`src/rtl/rr_pkg.sv`:
```
package rr_pkg;
  localparam int OP_W   = 12;
  localparam int DATA_W = 16;
  // operation bit positions (priority: higher index wins)
  localparam int B_CLR_AC = 11;
  localparam int B_CLR_E  = 10;
  localparam int B_CPL_AC = 9;
  localparam int B_CPL_E  = 8;
  localparam int B_ROR    = 7;
  localparam int B_ROL    = 6;
  localparam int B_INC    = 5;
  localparam int B_SK_POS = 4;
  localparam int B_SK_NEG = 3;
  localparam int B_SK_ZAC = 2;
  localparam int B_SK_ZE  = 1;
  localparam int B_HALT   = 0;
endpackage

```
`src/rtl/rr_prio.sv`:
```
module rr_prio #(
  parameter int W = 12
) (
  input  logic         clk_i,
  input  logic         rst_ni,
  input  logic [W-1:0] req_i,
  output logic [W-1:0] gnt_o
);
  always_comb begin
    logic found;
    found = 1'b0;
    gnt_o = '0;
    for (int i = W - 1; i >= 0; i--) begin
      if (req_i[i] && !found) begin
        gnt_o[i] = 1'b1;
        found    = 1'b1;
      end
    end
  end


  gnt_onehot_chk: assert property (@(posedge clk_i) disable iff (!rst_ni)
    $onehot0(gnt_o));

  gnt_nonzero_chk: assert property (@(posedge clk_i) disable iff (!rst_ni)
    (req_i != '0) |-> (gnt_o != '0));
endmodule

```
`src/rtl/rr_alu.sv`:
```
module rr_alu
  import rr_pkg::*;
#(
  parameter int DW = DATA_W
) (
  input  logic [OP_W-1:0] sel_i,
  input  logic [DW-1:0]   ac_i,
  input  logic            e_i,
  output logic [DW-1:0]   ac_o,
  output logic            e_o,
  output logic            skip_o,
  output logic            halt_o
);
  logic ac_zero, ac_neg;
  assign ac_zero = (ac_i == '0);
  assign ac_neg  = ac_i[DW-1];

  always_comb begin
    ac_o   = ac_i;
    e_o    = e_i;
    skip_o = 1'b0;
    halt_o = 1'b0;
    if (sel_i[B_CLR_AC]) ac_o = '0;
    if (sel_i[B_CLR_E])  e_o  = 1'b0;
    if (sel_i[B_CPL_AC]) ac_o = ~ac_i;
    if (sel_i[B_CPL_E])  e_o  = ~e_i;
    if (sel_i[B_ROR]) begin
      ac_o = {e_i, ac_i[DW-1:1]};
      e_o  = ac_i[0];
    end
    if (sel_i[B_ROL]) begin
      ac_o = {ac_i[DW-2:0], e_i};
      e_o  = ac_i[DW-1];
    end
    if (sel_i[B_INC])    ac_o = ac_i + 1'b1;
    if (sel_i[B_SK_POS] && !ac_neg) skip_o = 1'b1;
    if (sel_i[B_SK_NEG] &&  ac_neg) skip_o = 1'b1;
    if (sel_i[B_SK_ZAC] &&  ac_zero) skip_o = 1'b1;
    if (sel_i[B_SK_ZE]  && !e_i)    skip_o = 1'b1;
    if (sel_i[B_HALT])   halt_o = 1'b1;
  end
endmodule

```
`src/rtl/rr_exec_unit.sv`:
```
module rr_exec_unit
  import rr_pkg::*;
#(
  parameter int DW = DATA_W
) (
  input  logic            clk_i,
  input  logic            rst_ni,
  input  logic            en_i,
  input  logic [OP_W-1:0] op_i,
  input  logic [DW-1:0]   ac_i,
  input  logic            e_i,
  output logic [DW-1:0]   ac_o,
  output logic            e_o,
  output logic            skip_o,
  output logic            halt_o,
  output logic            sc_clr_o
);
  logic [OP_W-1:0] sel;
  logic [DW-1:0]   ac_n;
  logic            e_n, skip_n, halt_n;

  rr_prio #(.W(OP_W)) u_prio (
    .clk_i (clk_i),
    .rst_ni(rst_ni),
    .req_i (op_i),
    .gnt_o (sel)
  );

  rr_alu #(.DW(DW)) u_alu (
    .sel_i (sel),
    .ac_i  (ac_i),
    .e_i   (e_i),
    .ac_o  (ac_n),
    .e_o   (e_n),
    .skip_o(skip_n),
    .halt_o(halt_n)
  );

  always_ff @(posedge clk_i or negedge rst_ni) begin
    if (!rst_ni) begin
      ac_o     <= '0;
      e_o      <= 1'b0;
      skip_o   <= 1'b0;
      halt_o   <= 1'b0;
      sc_clr_o <= 1'b0;
    end else begin
      skip_o   <= en_i & skip_n;
      halt_o   <= en_i & halt_n;
      sc_clr_o <= en_i;
      if (en_i) begin
        ac_o <= ac_n;
        e_o  <= e_n;
      end
    end
  end


  idle_hold_chk: assert property (@(posedge clk_i) disable iff (!rst_ni)
    !en_i |=> ($stable(ac_o) && $stable(e_o) && !skip_o && !halt_o));

  pulse_clr_chk: assert property (@(posedge clk_i) disable iff (!rst_ni)
    (skip_o || halt_o) |-> sc_clr_o);

  halt_only_chk: assert property (@(posedge clk_i) disable iff (!rst_ni)
    (en_i && op_i == 12'h001) |=> (halt_o && !skip_o && ac_o == $past(ac_i)));

  ror_chk: assert property (@(posedge clk_i) disable iff (!rst_ni)
    (en_i && op_i == 12'h080) |=>
      (ac_o == {$past(e_i), $past(ac_i[DW-1:1])} && e_o == $past(ac_i[0])));

  skip_halt_excl_chk: assert property (@(posedge clk_i) disable iff (!rst_ni)
    !(skip_o && halt_o));
endmodule

```
`config.mk`:
```
export PLATFORM = sky130hd
export DESIGN_NAME = rr_exec_unit
export DESIGN_NICKNAME = d
export VERILOG_FILES = /design/src/rtl/rr_pkg.sv /design/src/rtl/rr_prio.sv /design/src/rtl/rr_alu.sv /design/src/rtl/rr_exec_unit.sv
export SDC_FILE = /design/constraint.sdc
export NUM_CORES = 1
export LEC_CHECK = 0
export BUFFER_PORTS_ARGS = -buffer_cell sky130_fd_sc_hd__buf_2
export CAP_MARGIN = 40
export CORE_MARGIN = 4
export CORE_UTILIZATION = 40
export CTS_BUF_LIST = sky130_fd_sc_hd__clkbuf_4 sky130_fd_sc_hd__clkbuf_8
export CTS_CLUSTER_SIZE = 20
export DETAILED_ROUTE_END_ITERATION = 10
export GPL_TIMING_DRIVEN = 0
export PLACE_DENSITY = 0.66
export SLEW_MARGIN = 10
export SYNTH_ARGS = -nofsm -noshare
export SYNTH_HDL_FRONTEND = slang
export SYNTH_SLANG_ARGS = --single-unit
```
`constraint.sdc`:
```
create_clock -name clk_i -period 2.3 [get_ports clk_i]
set_input_delay 0.345 -clock clk_i [delete_from_list [all_inputs] [get_ports clk_i]]
set_output_delay 0.345 -clock clk_i [all_outputs]
set_load 0.1 [all_outputs]
```
== Yosys cells after proc, flatten, opt, wreduce, memory -nomap -nowiden ==
Index checks and enable logic that the tools add are counted.

* Bits in registers: 20
* Bits of input ports: 32
* Logic and storage cells: 75

* Add/sub/neg operators: 1
* Muxes and demuxes: 36
* Bitwise operators: 4
* Reductions and logical operators: 29

{| class="wikitable"
|+ Operators with widths
! cell !! number
|-
| 16-bit 2-to-1 mux || 5
|-
| 1-bit 2-to-1 mux || 31
|-
| 16-bit by 1-bit adder with 16-bit output, second input constant || 1
|-
| 16-bit zero test || 1
|-
| 16-bit inverter || 1
|-
| 1-bit logical AND || 15
|-
| 1-bit zero test || 13
|-
| 1-bit AND || 2
|-
| 1-bit inverter || 1
|}

== Depth between registers and ports, before layout ==
* Word-level depth: 36
* Mapped depth: 8
* Mapped depth without buffers: 6

== Hierarchy ==
Synthesis repeated with hierarchy kept, for this count alone.

* Cells, all modules: 239
* Area, all modules: 2135.8 um^2

{| class="wikitable"
|+ By module, submodules not included
! module !! instances !! cells an instance !! area each (um^2)
|-
| rr_alu || 1 || 177 || 1168.6
|-
| rr_exec_unit || 1 || 41 || 768.2
|-
| rr_prio || 1 || 21 || 198.9
|}

== Least setup slack after synthesis ==
OpenSTA, ideal clock, no wires.

* Path kind: input to register
* Start point: in op_i[11]
* End point: reg ac_o[11]
* Library setup time: 0.145 ns
* Data arrival time: 1.542 ns
* Setup slack: 0.613 ns
* Stages: 7
* Path buffers: 2
* Cells stage by stage: buf_6 nor4_4 and2_1 buf_6 nor3_1 a2111oi_0 a2111oi_1

* Cells in the longest elaborated chain, start to end: 20
* Elaborated cells between the ends (all ways): 27

{| class="wikitable"
|+ RTL lines
! element !! line !! source
|-
| start: declaration || rr_exec_unit.sv:9 || <nowiki>input logic [OP_W-1:0] op_i,</nowiki>
|-
| 1-bit 2-to-1 mux (*) || rr_prio.sv:14 || <nowiki>if (req_i[i] && !found) begin</nowiki>
|-
| 1-bit zero test || rr_prio.sv:14 ||
|-
| 1-bit logical AND || rr_prio.sv:14 ||
|-
| 1-bit 2-to-1 mux || rr_prio.sv:14 ||
|-
| 1-bit zero test || rr_prio.sv:14 ||
|-
| 1-bit logical AND || rr_prio.sv:14 ||
|-
| 1-bit 2-to-1 mux || rr_prio.sv:14 ||
|-
| 1-bit zero test || rr_prio.sv:14 ||
|-
| (+4 left out) || -- ||
|-
| 1-bit 2-to-1 mux || rr_prio.sv:14 ||
|-
| 1-bit zero test || rr_prio.sv:14 ||
|-
| 1-bit logical AND || rr_prio.sv:14 ||
|-
| 1-bit 2-to-1 mux || rr_prio.sv:14 ||
|-
| 1-bit zero test || rr_prio.sv:14 ||
|-
| 1-bit logical AND || rr_prio.sv:14 ||
|-
| 1-bit 2-to-1 mux || rr_prio.sv:14 ||
|-
| 16-bit 2-to-1 mux (*) || rr_alu.sv:35 || <nowiki>if (sel_i[B_INC]) ac_o = ac_i + 1'b1;</nowiki>
|-
| end signal: assignment || rr_exec_unit.sv:51 || <nowiki>ac_o <= ac_n;</nowiki>
|-
| end: declaration || rr_exec_unit.sv:12 || <nowiki>output logic [DW-1:0] ac_o,</nowiki>
|}

Mark *: on every way between the ends. The rest lies on a longest branch, timed or not.
A chain may end at the register's enable or synchronous reset.

== Worst setup path after layout ==
* Start point: in op_i[9]
* End point: reg ac_o[7]

* Cells in the longest elaborated chain, start to end: 15
* Elaborated cells between the ends (all ways): 21

{| class="wikitable"
|+ RTL lines
! element !! line
|-
| 1-bit logical AND (*) || rr_prio.sv:14
|-
| 1-bit 2-to-1 mux || rr_prio.sv:14
|-
| 1-bit zero test || rr_prio.sv:14
|-
| 1-bit logical AND || rr_prio.sv:14
|-
| 1-bit 2-to-1 mux || rr_prio.sv:14
|-
| 1-bit zero test || rr_prio.sv:14
|-
| 1-bit logical AND || rr_prio.sv:14
|-
| 1-bit 2-to-1 mux || rr_prio.sv:14
|-
| 1-bit zero test || rr_prio.sv:14
|-
| 1-bit logical AND || rr_prio.sv:14
|-
| 1-bit 2-to-1 mux || rr_prio.sv:14
|-
| 1-bit zero test || rr_prio.sv:14
|-
| 1-bit logical AND || rr_prio.sv:14
|-
| 1-bit 2-to-1 mux || rr_prio.sv:14
|-
| 16-bit 2-to-1 mux (*) || rr_alu.sv:35
|}

Marks and branches as above.

==> impl_metrics.xml <==
<?xml version="1.0" encoding="UTF-8"?>
<metrics>
  <group name="grt">
    <metric name="grt_pass1_wl" unit="um">9960</metric>
    <metric name="first_global_vias" unit="">1941</metric>
    <metric name="grt_max_degree" unit="">21</metric>
    <metric name="grt_antenna_before_repair" unit="">0</metric>
    <metric name="grt_use_total" unit="">0.207</metric>
    <metric name="gr-total-overflow" unit="">0</metric>
  </group>
  <group name="cts">
    <metric name="clkSlewWorstSetupHoldPaths" unit="ns">0.09</metric>
    <metric name="htree_num_levels" unit="">1</metric>
    <metric name="clock-sinks" unit="">20</metric>
    <metric name="total_clock_buffers_created_by_cts" unit="">3</metric>
    <metric name="clk_latency_worst_skew_pair" unit="ns">0.27</metric>
    <metric name="cts.repair_timing.setup_buffer_count" unit="">0</metric>
    <metric name="cts-resized-gates" unit="">0</metric>
    <metric name="ctsLongestPathBuffers" unit="">2</metric>
    <metric name="holdBufCountCts" unit="">0</metric>
    <metric name="tritoncts" unit="">done</metric>
    <metric name="cts-root-buf" unit="">sky130_fd_sc_hd__clkbuf_8</metric>
  </group>
  <group name="placed_design">
    <metric name="preCtsSetupSlack" unit="ns">0.182</metric>
    <metric name="port_buffers" unit="">37</metric>
    <metric name="dpl.cell_count" unit="">331</metric>
    <metric name="total_half_perimeter_wirelength_after_legalization_and_detailed_placement" unit="um">4330</metric>
    <metric name="placedInstanceArea" unit="sq um">2150</metric>
    <metric name="routabilityCongestion" unit="">0.905</metric>
  </group>
  <group name="die">
    <metric name="die_area" unit="sq um">5930</metric>
    <metric name="start_util" unit="">0.426</metric>
    <metric name="chipHeight" unit="um">77</metric>
    <metric name="floorplan.die.width" unit="um">77</metric>
    <metric name="row_count" unit="">24</metric>
    <metric name="io_pins" unit="">52</metric>
    <metric name="placeableCoreArea" unit="sq um">4470</metric>
  </group>
  <group name="timing">
    <metric name="slew_violations" unit="">0</metric>
    <metric name="period_minus_slack" unit="ns">1.90</metric>
    <metric name="timing.max_slew.rel_slack" unit="">0.563</metric>
    <metric name="max_clock_freq" unit="MHz">526</metric>
    <metric name="fin_crit_sh" unit="">0.826</metric>
    <metric name="setup_viol" unit="">0</metric>
    <metric name="rsz0062_at_grt" unit="">false</metric>
    <metric name="worst_setup_margin" unit="ns">0.400</metric>
    <metric name="setup_total_neg_slack" unit="ns">0</metric>
    <metric name="fin_skew" unit="ns">0</metric>
    <metric name="hold_violations" unit="">0</metric>
    <metric name="worst_pin_slew" unit="ns">0.651</metric>
  </group>
  <group name="synthesis">
    <metric name="postSynthRegisterBits" unit="">20</metric>
    <metric name="synth_enable_flop_cells" unit="">0</metric>
    <metric name="syn_area" unit="sq um">1900</metric>
    <metric name="yosysTopAreaCell" unit="">sky130_fd_sc_hd__dfrtp_1</metric>
    <metric name="synth.distinct_cells" unit="">49</metric>
    <metric name="post-synth-top-area-fraction" unit="">0.263</metric>
    <metric name="post_synth.cell_area_avg" unit="sq um">7.87</metric>
    <metric name="ys_async_sr_fraction" unit="">1.00</metric>
    <metric name="synthMostInstantiatedCell" unit="">sky130_fd_sc_hd__nor2_1</metric>
    <metric name="yosys_warnings" unit="">0</metric>
    <metric name="synth_area_leaders" unit="">sky130_fd_sc_hd__dfrtp_1 (26%), sky130_fd_sc_hd__xnor2_1 (6.4%), sky130_fd_sc_hd__nor2_1 (5.9%), sky130_fd_sc_hd__a311o_1 (4.2%), sky130_fd_sc_hd__buf_2 (3.9%)</metric>
    <metric name="synthesis.nets" unit="">276</metric>
    <metric name="ys_dominant_reg_cell" unit="">sky130_fd_sc_hd__dfrtp_1</metric>
    <metric name="seq_area_frac_synth" unit="">0.263</metric>
    <metric name="synthTopCellsByCount" unit="">sky130_fd_sc_hd__nor2_1 (30), sky130_fd_sc_hd__dfrtp_1 (20), sky130_fd_sc_hd__nand2_1 (19), sky130_fd_sc_hd__buf_2 (15), sky130_fd_sc_hd__xnor2_1 (14)</metric>
    <metric name="netlist_instances" unit="">242</metric>
  </group>
  <group name="worst_setup_path">
    <metric name="cp_max_fo" unit="">10</metric>
    <metric name="arrival" unit="ns">2.09</metric>
    <metric name="timing.critical_path.from_type" unit="">primary input</metric>
    <metric name="crit_type" unit="">primary input to flip-flop</metric>
    <metric name="worst_setup_path_end_kind" unit="">flip-flop</metric>
    <metric name="worst-endpoint-required" unit="ns">2.49</metric>
  </group>
  <group name="worst_hold_path">
    <metric name="hold_path_class" unit="">primary input to asynchronous set/reset pin</metric>
  </group>
  <group name="route">
    <metric name="post_drt_via_cell_ratio" unit="">6.09</metric>
    <metric name="detail_route.drc_violations" unit="">0</metric>
    <metric name="antenna_left" unit="">0</metric>
    <metric name="dr_pass1_iterations" unit="">5</metric>
    <metric name="drt-total-wl" unit="um">6080</metric>
    <metric name="wl_per_cell" unit="um">18.1</metric>
    <metric name="detail_route.iter0.violations" unit="">177</metric>
    <metric name="detailroute.via_count" unit="">2041</metric>
  </group>
  <group name="layout">
    <metric name="n_fill_cell" unit="">465</metric>
    <metric name="post_route_cells_drive_above_1_share" unit="">0.244</metric>
    <metric name="finalNetCount" unit="">318</metric>
    <metric name="stdcell_area" unit="sq um">2210</metric>
    <metric name="final_cell_count_no_fill" unit="">335</metric>
    <metric name="syn2layout_area_growth" unit="%">16.0</metric>
    <metric name="antenna_cells" unit="">0</metric>
  </group>
  <group name="pwr">
    <metric name="power.leakage" unit="nW">0.948</metric>
    <metric name="p_per_area" unit="nW/um^2">562</metric>
    <metric name="ir_drop" unit="uV">302</metric>
  </group>
  <group name="job">
    <metric name="cap_violations" unit="">0</metric>
  </group>
  <group name="outcome">
    <metric name="run_status" unit="">completed</metric>
  </group>
</metrics>
kinds of logic after synthesis:
logic type	Yosys count	synth area share
adder cells (fa/ha/maj)	2	0.0131
buffers and inverters	38	0.110
flip-flops	20	0.263
AO/OA/AOI/OAI	68	0.273
XOR/XNOR	20	0.0920
AND/OR/NAND/NOR	94	0.249
routing by layer:
layer  part of all wire  vias to the layer above  GRT usage
met5                  0                        -          0
met3              0.071                       11     0.0433
met4              0.015                        0     0.0445
li1                   -                      973          -
met1               0.47                      963      0.292
met2               0.44                       94      0.326
state kept, by name, indices dropped and copies added, names as in the netlist:
signal,flops
ac_o,16
e_o,1
halt_o,1
sc_clr_o,1
skip_o,1
stage by stage:
step	hold WS [ns]	total power, mW	utilization
after floorplan	0.0494	0.843	-
after global placement	0.340	0.954	0.482
after detailed placement	0.343	0.958	0.482
after CTS	0.0445	1.25	0.494
after global routing	0.0595	1.30	0.494
final	0.0266	1.24	0.494
worst max-delay path, stage by stage:
cell and delay [ns]:
sky130_fd_sc_hd__buf_2 0.13, sky130_fd_sc_hd__nor4_4 0.43, sky130_fd_sc_hd__nand3_1 0.42, sky130_fd_sc_hd__nand2_1 0.25, sky130_fd_sc_hd__buf_2 0.28, sky130_fd_sc_hd__a2111oi_0 0.10, sky130_fd_sc_hd__nor2_1 0.14
power breakdown:
part / internal [mW] / switching [mW] / total, mW
registers: 0.385 / 0.0181 / 0.403
clock network: 0.153 / 0.137 / 0.289
logic: 0.131 / 0.419 / 0.550
final timing paths:
kind,from,end,slack [ns],depth (start not counted)
hold / removal,rst_ni,halt_o,0.03,1
min in group clk_i,en_i,sc_clr_o,0.20,1
max in group asynchronous,rst_ni,ac_o[7],1.94,1
setup reg to reg,ac_o[3],ac_o[3],1.42,2
setup / recovery,op_i[9],ac_o[7],0.40,7
hold reg to reg,ac_o[8],ac_o[8],0.50,2
cell type report:
| type | count | area (sq um) | share of cell area |
|---|---|---|---|
| Clock buffer | 4 | 55.1 | 0.0249 |
| Buffer | 31 | 184 | 0.0832 |
| Timing Repair Buffer | 37 | 185 | 0.0838 |
| Tap cell | 52 | 65.1 | 0.0294 |
| Sequential cell | 20 | 500 | 0.227 |
| Multi-Input combinational cell | 184 | 1190 | 0.540 |
| Inverter | 7 | 26.3 | 0.0119 |
layout by cell type, fill, tap and decap left out, types with 5 or more instances in the layout:
cell / Yosys / final
sky130_fd_sc_hd__buf_2: 15 / 52
sky130_fd_sc_hd__a21o_1: 5 / 5
sky130_fd_sc_hd__xnor2_1: 14 / 14
sky130_fd_sc_hd__a311o_1: 8 / 8
sky130_fd_sc_hd__xor2_1: 6 / 6
sky130_fd_sc_hd__dfrtp_1: 20 / 20
sky130_fd_sc_hd__a31oi_1: 8 / 8
sky130_fd_sc_hd__o21ai_0: 7 / 7
sky130_fd_sc_hd__inv_1: 7 / 7
sky130_fd_sc_hd__nor2_1: 30 / 30
sky130_fd_sc_hd__nand2_1: 19 / 19
sky130_fd_sc_hd__nor4_1: 5 / 5
sky130_fd_sc_hd__clkbuf_1: 9 / 9
sky130_fd_sc_hd__nand3_1: 7 / 7
sky130_fd_sc_hd__o22ai_1: 5 / 5
sky130_fd_sc_hd__nor3_1: 12 / 12
sky130_fd_sc_hd__nand4_1: 6 / 6
(Power assumes the default switching activity.)
